--- src/rtl/dcfd_pkg.sv ---
package dcfd_pkg;
    // Fixed-point ratio constants, applied by cross-multiplication
    localparam int FLOOR_MUL = 5;   // DC*5 > NOM  <=> DC > 0.2 pu
    localparam int KDC_DC    = 10;  // DC*10 > AC*3 <=> DC > 0.3*AC
    localparam int KDC_AC    = 3;
    localparam int KRD_DIF   = 2;   // DIF*2 < RST <=> DIF < 0.5*RST
    localparam int NTERM     = 2;
    localparam int GUARD_W   = 4;   // headroom bits for multipliers up to 15
endpackage

--- src/rtl/dcfd_term_chk.sv ---
module dcfd_term_chk
    import dcfd_pkg::*;
#(
    parameter int MAG_W  = 16,
    parameter int NOM_PU = 1000
) (
    input  logic [MAG_W-1:0] dc_mag,
    input  logic [MAG_W-1:0] ac_mag,
    input  logic             zone_en,
    output logic             dc_hi_q
);
    localparam int PW = MAG_W + GUARD_W;

    logic [PW-1:0] dc_floor_d;
    logic [PW-1:0] dc_ratio_d;
    logic [PW-1:0] ac_ratio_d;
    logic          above_floor_d;
    logic          above_ratio_d;

    always_comb begin
        dc_floor_d    = PW'(dc_mag) * PW'(FLOOR_MUL);
        dc_ratio_d    = PW'(dc_mag) * PW'(KDC_DC);
        ac_ratio_d    = PW'(ac_mag) * PW'(KDC_AC);
        above_floor_d = dc_floor_d > PW'(NOM_PU);
        above_ratio_d = dc_ratio_d > ac_ratio_d;
        dc_hi_q       = zone_en && above_floor_d && above_ratio_d;
    end
endmodule

--- src/rtl/dcfd_diff_chk.sv ---
module dcfd_diff_chk
    import dcfd_pkg::*;
#(
    parameter int MAG_W = 16
) (
    input  logic [MAG_W-1:0] dif_mag,
    input  logic [MAG_W-1:0] rst_mag,
    output logic             dif_low
);
    localparam int PW = MAG_W + GUARD_W;

    logic [PW-1:0] dif_scaled_d;

    always_comb begin
        dif_scaled_d = PW'(dif_mag) * PW'(KRD_DIF);
        dif_low      = dif_scaled_d < PW'(rst_mag);
    end
endmodule

--- src/rtl/dcfd_qual_ctrl.sv ---
module dcfd_qual_ctrl #(
    parameter int SPC    = 16,
    parameter int CYCLES = 3
) (
    input  logic clk,
    input  logic rst,
    input  logic smp_stb,
    input  logic dc_any,
    input  logic dif_low,
    output logic det
);
    localparam int LIMIT = SPC * CYCLES;
    localparam int CW    = $clog2(LIMIT + 1);

    typedef struct packed {
        logic [CW-1:0] cnt;
        logic          sealed;
    } qual_t;

    qual_t st_d, st_q;
    logic  cond_d;

    always_comb begin
        st_d   = st_q;
        cond_d = dc_any && dif_low;
        if (st_q.sealed) begin
            // seal-in: differential check bypassed, release on DC decay
            if (!dc_any) begin
                st_d.sealed = 1'b0;
                st_d.cnt    = '0;
            end
        end else if (!cond_d) begin
            st_d.cnt = '0;
        end else if (smp_stb) begin
            if (st_q.cnt == CW'(LIMIT - 1)) begin
                st_d.sealed = 1'b1;
                st_d.cnt    = '0;
            end else begin
                st_d.cnt = st_q.cnt + 1'b1;
            end
        end
    end

    always_ff @(posedge clk) begin
        if (rst) st_q <= '0;
        else     st_q <= st_d;
    end

    assign det = st_q.sealed;

    a_r1_reset_clear: assert property (@(posedge clk) rst |=> !det && st_q.cnt == '0);
    a_r7_rise_on_limit: assert property (@(posedge clk) disable iff (rst)
        $rose(det) |-> $past(smp_stb) && $past(st_q.cnt) == CW'(LIMIT - 1));
    a_r7_cnt_bound: assert property (@(posedge clk) disable iff (rst)
        st_q.cnt < CW'(LIMIT));
    a_r8_drop_clears: assert property (@(posedge clk) disable iff (rst)
        !det && !(dc_any && dif_low) |=> st_q.cnt == '0);
    a_r9_seal_hold: assert property (@(posedge clk) disable iff (rst)
        det && dc_any |=> det);
    a_r10_release: assert property (@(posedge clk) disable iff (rst)
        det && !dc_any |=> !det);
endmodule

--- src/rtl/dc_offset_efd.sv ---
module dc_offset_efd
    import dcfd_pkg::*;
#(
    parameter int MAG_W  = 16,
    parameter int NOM_PU = 1000,
    parameter int SPC    = 16
) (
    input  logic             clk,
    input  logic             rst,
    input  logic             smp_stb,
    input  logic [MAG_W-1:0] dc_mag_w,
    input  logic [MAG_W-1:0] ac_mag_w,
    input  logic             zone_en_w,
    input  logic [MAG_W-1:0] dc_mag_x,
    input  logic [MAG_W-1:0] ac_mag_x,
    input  logic             zone_en_x,
    input  logic [MAG_W-1:0] dif_mag,
    input  logic [MAG_W-1:0] rst_mag,
    output logic             efd_out
);
    logic [MAG_W-1:0] dc_arr [NTERM];
    logic [MAG_W-1:0] ac_arr [NTERM];
    logic [NTERM-1:0] zone_arr;
    logic [NTERM-1:0] hi_arr;
    logic             dc_any;
    logic             dif_low;

    assign dc_arr[0] = dc_mag_w;
    assign dc_arr[1] = dc_mag_x;
    assign ac_arr[0] = ac_mag_w;
    assign ac_arr[1] = ac_mag_x;
    assign zone_arr  = {zone_en_x, zone_en_w};

    for (genvar t = 0; t < NTERM; t++) begin : g_term
        dcfd_term_chk #(.MAG_W(MAG_W), .NOM_PU(NOM_PU)) u_chk (
            .dc_mag  (dc_arr[t]),
            .ac_mag  (ac_arr[t]),
            .zone_en (zone_arr[t]),
            .dc_hi_q (hi_arr[t])
        );
    end

    assign dc_any = |hi_arr;

    dcfd_diff_chk #(.MAG_W(MAG_W)) u_diff (
        .dif_mag (dif_mag),
        .rst_mag (rst_mag),
        .dif_low (dif_low)
    );

    dcfd_qual_ctrl #(.SPC(SPC), .CYCLES(3)) u_ctrl (
        .clk     (clk),
        .rst     (rst),
        .smp_stb (smp_stb),
        .dc_any  (dc_any),
        .dif_low (dif_low),
        .det     (efd_out)
    );

    a_r4_zone_gate: assert property (@(posedge clk) disable iff (rst)
        !zone_en_w && !zone_en_x && !efd_out |=> !efd_out);
endmodule

--- config.mk ---
export PLATFORM = sky130hd
export DESIGN_NAME = dc_offset_efd
export DESIGN_NICKNAME = d
export VERILOG_FILES = /design/src/rtl/dcfd_pkg.sv /design/src/rtl/dcfd_term_chk.sv /design/src/rtl/dcfd_diff_chk.sv /design/src/rtl/dcfd_qual_ctrl.sv /design/src/rtl/dc_offset_efd.sv
export SDC_FILE = /design/constraint.sdc
export NUM_CORES = 1
export LEC_CHECK = 0
export BUFFER_PORTS_ARGS = -buffer_cell sky130_fd_sc_hd__buf_2
export CORE_MARGIN = 2
export CORE_UTILIZATION = 35
export CTS_CLUSTER_SIZE = 12
export DETAILED_ROUTE_END_ITERATION = 6
export GPL_TIMING_DRIVEN = 0
export PLACE_DENSITY = 0.62
export SLEW_MARGIN = 15
export SYNTH_ARGS = -nofsm -noshare
export SYNTH_HDL_FRONTEND = slang
export SYNTH_HIERARCHICAL = 1
export SYNTH_SLANG_ARGS = --single-unit
--- constraint.sdc ---
create_clock -name clk -period 5.3 [get_ports clk]
set_input_delay 0.53 -clock clk [delete_from_list [all_inputs] [get_ports clk]]
set_output_delay 0.53 -clock clk [all_outputs]
set_load 0.05 [all_outputs]
Word level (Yosys, flattened, before mapping) --
Cells that the tools add are included.
Cells by class: add/subtract/negate cells 1, multipliers 6, order comparisons 5, equality and inequality tests 3, mux-type cells 7, reductions and logical operators 7
Operator list (count):
- 16-bit by 3-bit multiplier with 19-bit output, second input constant | 4
- 20-bit by 18-bit > comparator with 1-bit output | 2
- 19-bit by 10-bit > comparator with 1-bit output, second input constant | 2
- 16-bit by 2-bit multiplier with 18-bit output, second input constant | 2
- 7-bit 2-to-1 mux | 3
- 17-bit by 16-bit < comparator with 1-bit output | 1
- 6-bit 2-to-1 mux | 2
- 6-bit by 1-bit adder with 6-bit output, second input constant | 1
- 6-bit == test, second input constant | 1
- 1-bit logical AND | 5
- 3-bit by 2-bit != test with 1-bit output, second input constant | 1
- 1-bit 2-to-1 mux | 2
- 2-bit != test, second input constant | 1
- 2-bit AND reduction | 1
- 2-bit OR reduction | 1
Storage, ports and cells: register bits after elaboration 7, input port bits 101, output and inout bits 1, word-level logic and storage cells 31

Longest topological paths before layout --
Gate-level depths: netlist of run 1.
word-level depth 8, mapped depth 22, depth with buffers taken out 22

Cells and area by module --
Netlist of run 1, hierarchy kept.
Modules (own cells, without submodules):
- dcfd_term_chk (g_term[0].u_chk) | instances 1, cells an instance 274, area an instance 2107.0 µm², seq. area each 0.0 µm²
- dcfd_term_chk (g_term[1].u_chk) | instances 1, cells an instance 235, area an instance 1970.6 µm², seq. area each 0.0 µm²
- dcfd_diff_chk | instances 1, cells an instance 51, area an instance 377.9 µm², seq. area each 0.0 µm²
- dcfd_qual_ctrl | instances 1, cells an instance 40, area an instance 346.6 µm², seq. area each 140.1 µm²
- dc_offset_efd | instances 1, cells an instance 1, area an instance 6.3 µm², seq. area each 0.0 µm²

Worst setup path after synthesis of run 1 --
No wires, ideal clock.
path kind input-to-reg, from in ac_mag_w[0], to reg u_ctrl/st_q[6] (netlist bit), library setup time 0.070 ns, arrival 4.522 ns, required time 5.230 ns, setup slack 0.708 ns, stages on the path 20, buffers on the path 0, cell sequence ha_1 fa_1 a21o_1 a21oi_1 o21ai_1 a31oi_1 a21oi_1 a211o_1 a31oi_1 ha_1 a21o_1 a211oi_1 a211o_1 nor2_1 a22oi_1 nand4_1 or2_1 o21a_4 or4_1 a21oi_1
Between the ends: cells in the longest elaborated chain, start to end 7, elaborated cells on any way between the ends 10, those cells by class mul (1); order compare (1); eq/ne (2); mux (2); reduce/logical (4)
Ends and longest elaborated chain:
- from (decl) | RTL line dc_offset_efd.sv:12 | input logic [MAG_W-1:0] ac_mag_w,
- 16-bit by 2-bit multiplier with 18-bit output * | RTL line dcfd_term_chk.sv:23 | ac_ratio_d = PW'(ac_mag) * PW'(KDC_AC);
- 20-bit by 18-bit > comparator with 1-bit output * | RTL line dcfd_term_chk.sv:25 | above_ratio_d = dc_ratio_d > ac_ratio_d;
- 1-bit logical AND * | RTL line dcfd_term_chk.sv:26 | dc_hi_q = zone_en && above_floor_d && above_ratio_d;
- named net hi_arr[0] | RTL line dc_offset_efd.sv:24 | logic [NTERM-1:0] hi_arr;
- 2-bit OR reduction * | RTL line dc_offset_efd.sv:43 | assign dc_any = |hi_arr;
- named net dc_any | RTL line dc_offset_efd.sv:25 | logic dc_any;
- 1-bit logical AND | RTL line dcfd_qual_ctrl.sv:25 | cond_d = dc_any && dif_low;
- 3-bit by 2-bit != test with 1-bit output (no line) or 6-bit 2-to-1 mux (tied branches)
- 2-bit AND reduction (no line) or 7-bit 2-to-1 mux (tied branches)
- to (signal assigned) | RTL line dcfd_qual_ctrl.sv:46 | else st_q <= st_d;
- to (decl) | RTL line dcfd_qual_ctrl.sv:20 | qual_t st_d, st_q;
Mark *: on every way through the listed nets, which the timed path passes. The rest lies on a longest branch. A chain may end at the register's enable or synchronous reset.

Final worst setup path of run 1 --
from in ac_mag_w[1], to reg u_ctrl/st_q[6] (netlist bit)
The elaborated chain is that of the path after synthesis.

==> flow_metrics.py, run 1 <==
metrics = {
    "detailed_routing": {
        "route.detailed.wl_per_inst_um": 12.83,
        "drtPass1Iterations": 4,
        "ant_nets": 0,
        "vias": 4793,
        "via_per_inst": 5.434,
        "routed_wirelength_um": 11310,
        "drt_iter0_drc": 210,
        "drc": 0,
    },
    "clocking": {
        "clk_path_buf_depth": 2,
        "cts-buffers-inserted": 3,
        "clock_latency_ns": 0.23,
        "clkSinkCount": 7,
        "holdBufCountCts": 0,
        "cts_root_buf": "clkbuf_16",
        "htreeDepth": 1,
        "cts_tree": "built",
        "cts.clk_slew.worst_paths_ns": 0.04,
    },
    "global_route": {
        "grt_usage_pct": 15.44,
        "gr-total-overflow": 0,
        "grt_max_degree": 9,
        "antenna_found_initial": 0,
        "grt_pass1_wl_um": 19470,
        "grt_pass1_vias": 4620,
    },
    "final_layout": {
        "final_core_util_pct": 42.10,
        "n_antenna_cell": 0,
        "multi_input_comb_area_sq_mm": 0.004524,
        "final-seq-area_sq_um": 140.1,
        "final_common_cell": "ha_1",
        "mostFrequentLayoutCells": "136 x ha_1, 101 x buf_2, 45 x a21oi_1",
        "drive_gt1_share_pct": 19.97,
        "nNetsFinal": 948,
        "n_fill_cell": 1400,
        "area_growth_pct": 16.86,
    },
    "placed_design": {
        "routabilityCongestion": 0.8270,
        "port_buffers": 101,
        "dp_slack_ns": -0.01925,
        "hpwl_um": 10060,
    },
    "timing": {
        "slew_headroom_pct": 67.03,
        "holdWs_ns": 0.4841,
        "hold_viol": 0,
        "slew_violations": 0,
        "post-route-worst-setup-slack_ns": 0.3408,
        "finClkSkew_ns": 0.001200,
        "worstMarginPinSlew_ns": 0.4821,
        "fmax_ghz": 0.2016,
        "layout_min_cycle_time_ns": 4.959,
        "fin_crit_sh_pct": 93.57,
        "setup_viol": 0,
        "rsz0062_at_grt": "false",
    },
    "worst_hold_path": {
        "min-delay-path-class": "flip-flop to flip-flop",
        "hold_depth": 2,
    },
    "worst_setup_path": {
        "cp_max_fo": 8,
        "worst_setup_path_end_kind": "flip-flop",
        "r2r_cells": 3,
        "worstSetupPathType": "input port to flip-flop",
        "start_kind": "input port",
        "cp.required_ns": 5.46,
        "worst_ep_arrival_time_ns": 5.12,
    },
    "synthesis": {
        "syn_inst": 601,
        "netlist_area_sq_mm": 0.004808,
        "syn-mean-instance-area_sq_um": 8.001,
        "ys_seq_area_share_pct": 2.914,
        "synth_cell_type_count": 76,
        "syn-num-nets": 842,
        "synth_edf_count": 0,
        "synth_flop_cell": "dfxtp_1",
        "yosysWarnings": 6,
        "ys_seq_elements": 7,
        "async_reset_ff_share_pct": 0,
    },
    "status": {
        "status": "complete, no violations",
    },
    "floorplanning": {
        "row_count": 42,
        "floorplan.initialDensity_pct": 36.02,
        "core_area_sq_mm": 0.01335,
        "io_pins": 102,
        "fp.dieH_um": 121.2,
        "fp.dieW_um": 121.2,
        "die_area_sq_mm": 0.01469,
    },
    "power": {
        "comb_power_share_pct": 81.4,
        "p_seq_share_pct": 5.6,
        "peakVddDrop_mv": 0.08606,
        "p_leak_uw": 0.002794,
        "p_int_uw": 517.9,
        "clockPowerShare_pct": 13.0,
        "netSwitchingFraction_pct": 47.33,
        "switchingPower_uw": 465.4,
        "power-per-cell-area_mw_per_mm2": 175.0,
    },
    "flow_run": {
        "maxCapViolations": 0,
    },
}
==> metal layers <==
metal,up-vias,global-route usage (%),wire length (um)
met5,-,0,0
met2,108,27.98,5294
met1,2180,19.75,5341
li1,2499,-,-
met3,6,2.068,591
met4,0,2.371,84
==> state kept, by name, indices dropped and copies added (netlist names) <==
register	count
u_ctrl/det	1
u_ctrl/st_q	6
==> repair_timing <==
action,4_1_cts,5_1_grt
resized for setup,0,2
endpoints found under the setup margin,0,1
buffers inserted,0,0
==> metrics by stage <==
stage                      TNS, ns  instances  area, sq um  total power (uW)
after global routing             0        882         5619              1107
after floorplan                  0        601         4808             660.1
after CTS                        0        882         5613             985.7
after global placement           0        878         5534             823.6
after detailed placement  -0.01925        878         5534             849.4
final                            0        882         5619             983.3
==> layout make-up <==
cell class,instances,share of cell area [%]
clock buffers,4,1.403
well taps,176,3.919
flip-flops and latches,7,2.494
repair buffers,101,8.996
plain buffers,1,0.06680
inverters,39,2.605
multi-input cells,554,80.52
==> path summary, 6_finish.rpt <==
| path | endpoint | startpoint | slack, ns |
|---|---|---|---|
| min reg2reg | u_ctrl/st_q[6]$_SDFFE_PP0P_ | u_ctrl/st_q[6]$_SDFFE_PP0P_ | 0.48 |
| min | u_ctrl/st_q[6]$_SDFFE_PP0P_ | u_ctrl/st_q[6]$_SDFFE_PP0P_ | 0.48 |
| max | u_ctrl/st_q[6]$_SDFFE_PP0P_ | ac_mag_w[1] | 0.34 |
| max reg2reg | u_ctrl/st_q[6]$_SDFFE_PP0P_ | u_ctrl/det$_SDFF_PP0_ | 4.01 |
==> power by group through the flow <==
stage	Combinational, uW	Sequential (uW)	Clock, uW
after global placement	768	55.7	0
after floorplan	605	55.6	0
final	801	54.9	128
after detailed placement	794	55.7	0
after global routing	916	55.1	136
after CTS	800	54.9	130
==> cells in the mapped netlist, drive strengths merged, types with 13 or more instances <==
library cell  count  area share (%)
a31oi            13             2.3
xor2             17             3.1
inv              39             3.0
nand3            14             1.5
xnor2            29             5.3
o21ai            39             4.3
nor2             38             3.0
nand2            35             2.8
nor3             19             2.1
a21o             22             3.4
ha              136              35
a21oi            49             5.3
==> worst max-delay path, stage by stage <==
cell	delay (ns)
buf_2	0.14
ha_1	0.23
fa_1	0.42
a21o_1	0.19
a21oi_2	0.19
o21ai_1	0.11
a31oi_1	0.20
a21oi_1	0.18
a211o_1	0.32
a31oi_1	0.22
ha_1	0.30
a21o_1	0.19
a211oi_1	0.19
a211o_1	0.21
nor2_1	0.09
a22oi_1	0.18
nand4_1	0.16
or2_4	0.29
o21a_4	0.15
or4_1	0.49
a21oi_1	0.14
==> logic make-up after synthesis <==
group / share of synthesized area (%)
mux: 0.6505
simple gates: 18.58
xor+xnor: 8.379
compound gates: 29.30
fa+ha+maj: 37.05
flops: 2.914
buf+inv: 3.122
Note: power is estimated with default switching activity, not from simulation.
==> run 2: changes to the inputs <==
--- a/config.mk
+++ b/config.mk
@@ -12,6 +12,7 @@
 export DETAILED_ROUTE_END_ITERATION = 6
 export GPL_TIMING_DRIVEN = 0
 export PLACE_DENSITY = 0.62
+export REMOVE_ABC_BUFFERS = 1
 export SLEW_MARGIN = 15
 export SYNTH_ARGS = -nofsm -noshare
 export SYNTH_HDL_FRONTEND = slang
==> constraint.sdc (replaced) <==
create_clock -name clk -period 5.3 [get_ports clk]
set_input_delay 1.59 -clock clk [delete_from_list [all_inputs] [get_ports clk]]
set_output_delay 1.59 -clock clk [all_outputs]
set_load 0.05 [all_outputs]
==> flow_metrics.py, run 2 (synthesis results as in run 1) <==
metrics = {
    "worst_setup_path": {
        "start_kind": "input port",
        "cp_max_fo": 6,
        "reg2reg_to": "u_ctrl/st_q[5]$_SDFFE_PP0P_",
        "r2r_cells": 4,
        "rrSetupSlack_ns": 4.04,
        "cp.required_ns": 5.47,
        "crit_path_start": "dc_mag_w[4]",
        "rr_startpoint": "u_ctrl/det$_SDFF_PP0_",
        "worst_setup_path_end_kind": "flip-flop",
        "worst_ep_arrival_time_ns": 5.76,
        "worstSetupPathType": "input port to flip-flop",
    },
    "final_layout": {
        "multi_input_comb_area_sq_mm": 0.004907,
        "final_core_util_pct": 47.08,
        "final-seq-area_sq_um": 140.1,
        "top_register": "u_ctrl/st_q",
        "n_fill_cell": 1282,
        "final_common_cell": "ha_1",
        "area_growth_pct": 30.68,
        "fin_cells": 912,
        "nNetsFinal": 977,
        "mostFrequentLayoutCells": "121 x ha_1, 95 x buf_2, 41 x a21oi_1",
        "largest_reg_flops": 6,
        "drive_gt1_share_pct": 30.20,
    },
    "timing": {
        "hold_viol": 0,
        "rsz0062_at_grt": "true",
        "fin_crit_sh_pct": 105.5,
        "finClkSkew_ns": 0.001223,
        "worstMarginPinSlew_ns": 0.5230,
        "slew_headroom_pct": 64.77,
        "setup_viol": 6,
        "post-route-worst-setup-slack_ns": -0.2927,
        "fin_setup_tns_ns": -1.509,
        "slew_violations": 0,
        "holdWs_ns": 0.5097,
        "layout_min_cycle_time_ns": 5.593,
        "fmax_ghz": 0.1788,
    },
    "floorplanning": {
        "row_count": 42,
        "core_area_sq_mm": 0.01335,
        "fp.dieH_um": 121.2,
        "io_pins": 102,
        "floorplan.initialDensity_pct": 36.02,
        "die_area_sq_mm": 0.01469,
        "fp.dieW_um": 121.2,
    },
    "power": {
        "power-per-cell-area_mw_per_mm2": 180.6,
        "p_seq_share_pct": 4.8,
        "switchingPower_uw": 529.5,
        "clockPowerShare_pct": 11.6,
        "p_leak_uw": 0.003019,
        "netSwitchingFraction_pct": 46.67,
        "power.total_uw": 1135,
        "comb_power_share_pct": 83.6,
        "peakVddDrop_mv": 0.07043,
        "p_int_uw": 605.1,
    },
    "detailed_routing": {
        "drt_iter0_drc": 240,
        "routed_wirelength_um": 12290,
        "ant_nets": 0,
        "vias": 4975,
        "route.detailed.wl_per_inst_um": 13.48,
        "drc": 0,
        "via_per_inst": 5.455,
        "drtPass1Iterations": 4,
    },
    "placed_design": {
        "routabilityCongestion": 0.8533,
        "placedCellCount": 877,
        "hpwl_um": 9999,
        "port_buffers": 101,
    },
    "worst_hold_path": {
        "min-delay-path-class": "flip-flop to flip-flop",
        "holdCritStartpoint": "u_ctrl/st_q[6]$_SDFFE_PP0P_",
        "hold_depth": 2,
        "whs_endpoint": "u_ctrl/st_q[6]$_SDFFE_PP0P_",
    },
    "global_route": {
        "grt_pass1_vias": 4833,
        "grt_usage_pct": 16.14,
        "met1_usage_pct": 19.80,
        "gr-total-overflow": 0,
        "antenna_found_initial": 1,
        "grt_pass1_wl_um": 20120,
        "use_met2_pct": 28.55,
        "top_usage_layer": "met2",
        "grt_max_degree": 9,
        "use_met3_pct": 2.397,
    },
    "clocking": {
        "cts.clk_slew.worst_paths_ns": 0.04,
        "holdBufCountCts": 0,
        "clock_latency_ns": 0.23,
        "clk_path_buf_depth": 2,
        "cts_tree": "built",
        "cts-buffers-inserted": 3,
        "clkSinkCount": 7,
        "htreeDepth": 1,
        "cts_root_buf": "clkbuf_16",
    },
    "status": {
        "violations": "setup timing",
        "status": "complete, but fails checks",
    },
    "flow_run": {
        "maxCapViolations": 0,
    },
}
-- run 2: changes by cell type in the layout (fill, tap and decap cells not counted), sizes merged --
cell | previous run | this run
buf | 101 | 131
clkbuf | 5 | 4
diode | 0 | 1
-- run 2: metrics by stage --
stage	instance area [sq um]	worst slack, ns
2_1_floorplan	4805	-0.3516
3_3_place_gp	5530	-1.010
3_5_place_dp	5530	-1.069
4_1_cts	5983	-0.3064
5_1_grt	6284	-0.5233
6_report	6284	-0.2927
-- run 2: repair_timing --
action | CTS | global route
setup endpoints to repair | 7 | 7
gates resized for setup | 44 | 43
setup buffers | 20 | 10
pin swaps | 39 | 48
-- run 2: cell type report --
| cell class | count | share of cell area, % |
|---|---|---|
| well taps | 176 | 3.505 |
| inverters | 39 | 2.330 |
| clock buffers | 4 | 1.254 |
| flip-flops and latches | 7 | 2.230 |
| diodes | 1 | 0.03982 |
| repair buffers | 131 | 12.54 |
| multi-input cells | 554 | 78.10 |
-- run 2: worst max path at each step --
stage / depth (start not counted) / slack, ns / to
finish: 23 / -0.29 / u_ctrl/st_q[5]$_SDFFE_PP0P_
global route: 24 / -0.52 / u_ctrl/st_q[1]$_SDFFE_PP0P_
CTS: 21 / -0.31 / u_ctrl/st_q[6]$_SDFFE_PP0P_
detailed placement: 21 / -1.07 / u_ctrl/st_q[6]$_SDFFE_PP0P_
global placement: 21 / -1.01 / u_ctrl/st_q[6]$_SDFFE_PP0P_
floorplan: 20 / -0.35 / u_ctrl/st_q[6]$_SDFFE_PP0P_
-- run 2: critical path, stage by stage --
cell and delay (ns):
buf_2 0.12, ha_2 0.20, ha_4 0.25, or4_4 0.54, o21ai_4 0.10, nor2b_4 0.08
o21ai_2 0.16, nand2_1 0.09, nor2_2 0.17, xnor2_2 0.16, ha_4 0.25, a21oi_2 0.14
o21ai_2 0.08, a211oi_2 0.19, a211o_1 0.22, nor2_2 0.07, a22oi_1 0.18, nand4_1 0.16
or2_4 0.28, o21a_4 0.14, buf_4 0.14, or3_1 0.34, a21oi_1 0.12
-- run 2: per-layer routing --
metal	vias to the layer above	share of wire (%)
met5	-	0
met4	0	3.0
met3	31	5.7
met2	139	46
met1	2239	45
li1	2566	-
-- run 2: power groups by stage --
stage / clock (uW) / sequential, uW / combinational [uW]
2_1_floorplan: 0 / 55.6 / 604
3_3_place_gp: 0 / 55.7 / 768
3_5_place_dp: 0 / 55.7 / 793
4_1_cts: 134 / 54.9 / 880
5_1_grt: 138 / 54.9 / 1060
6_report: 131 / 54.9 / 948
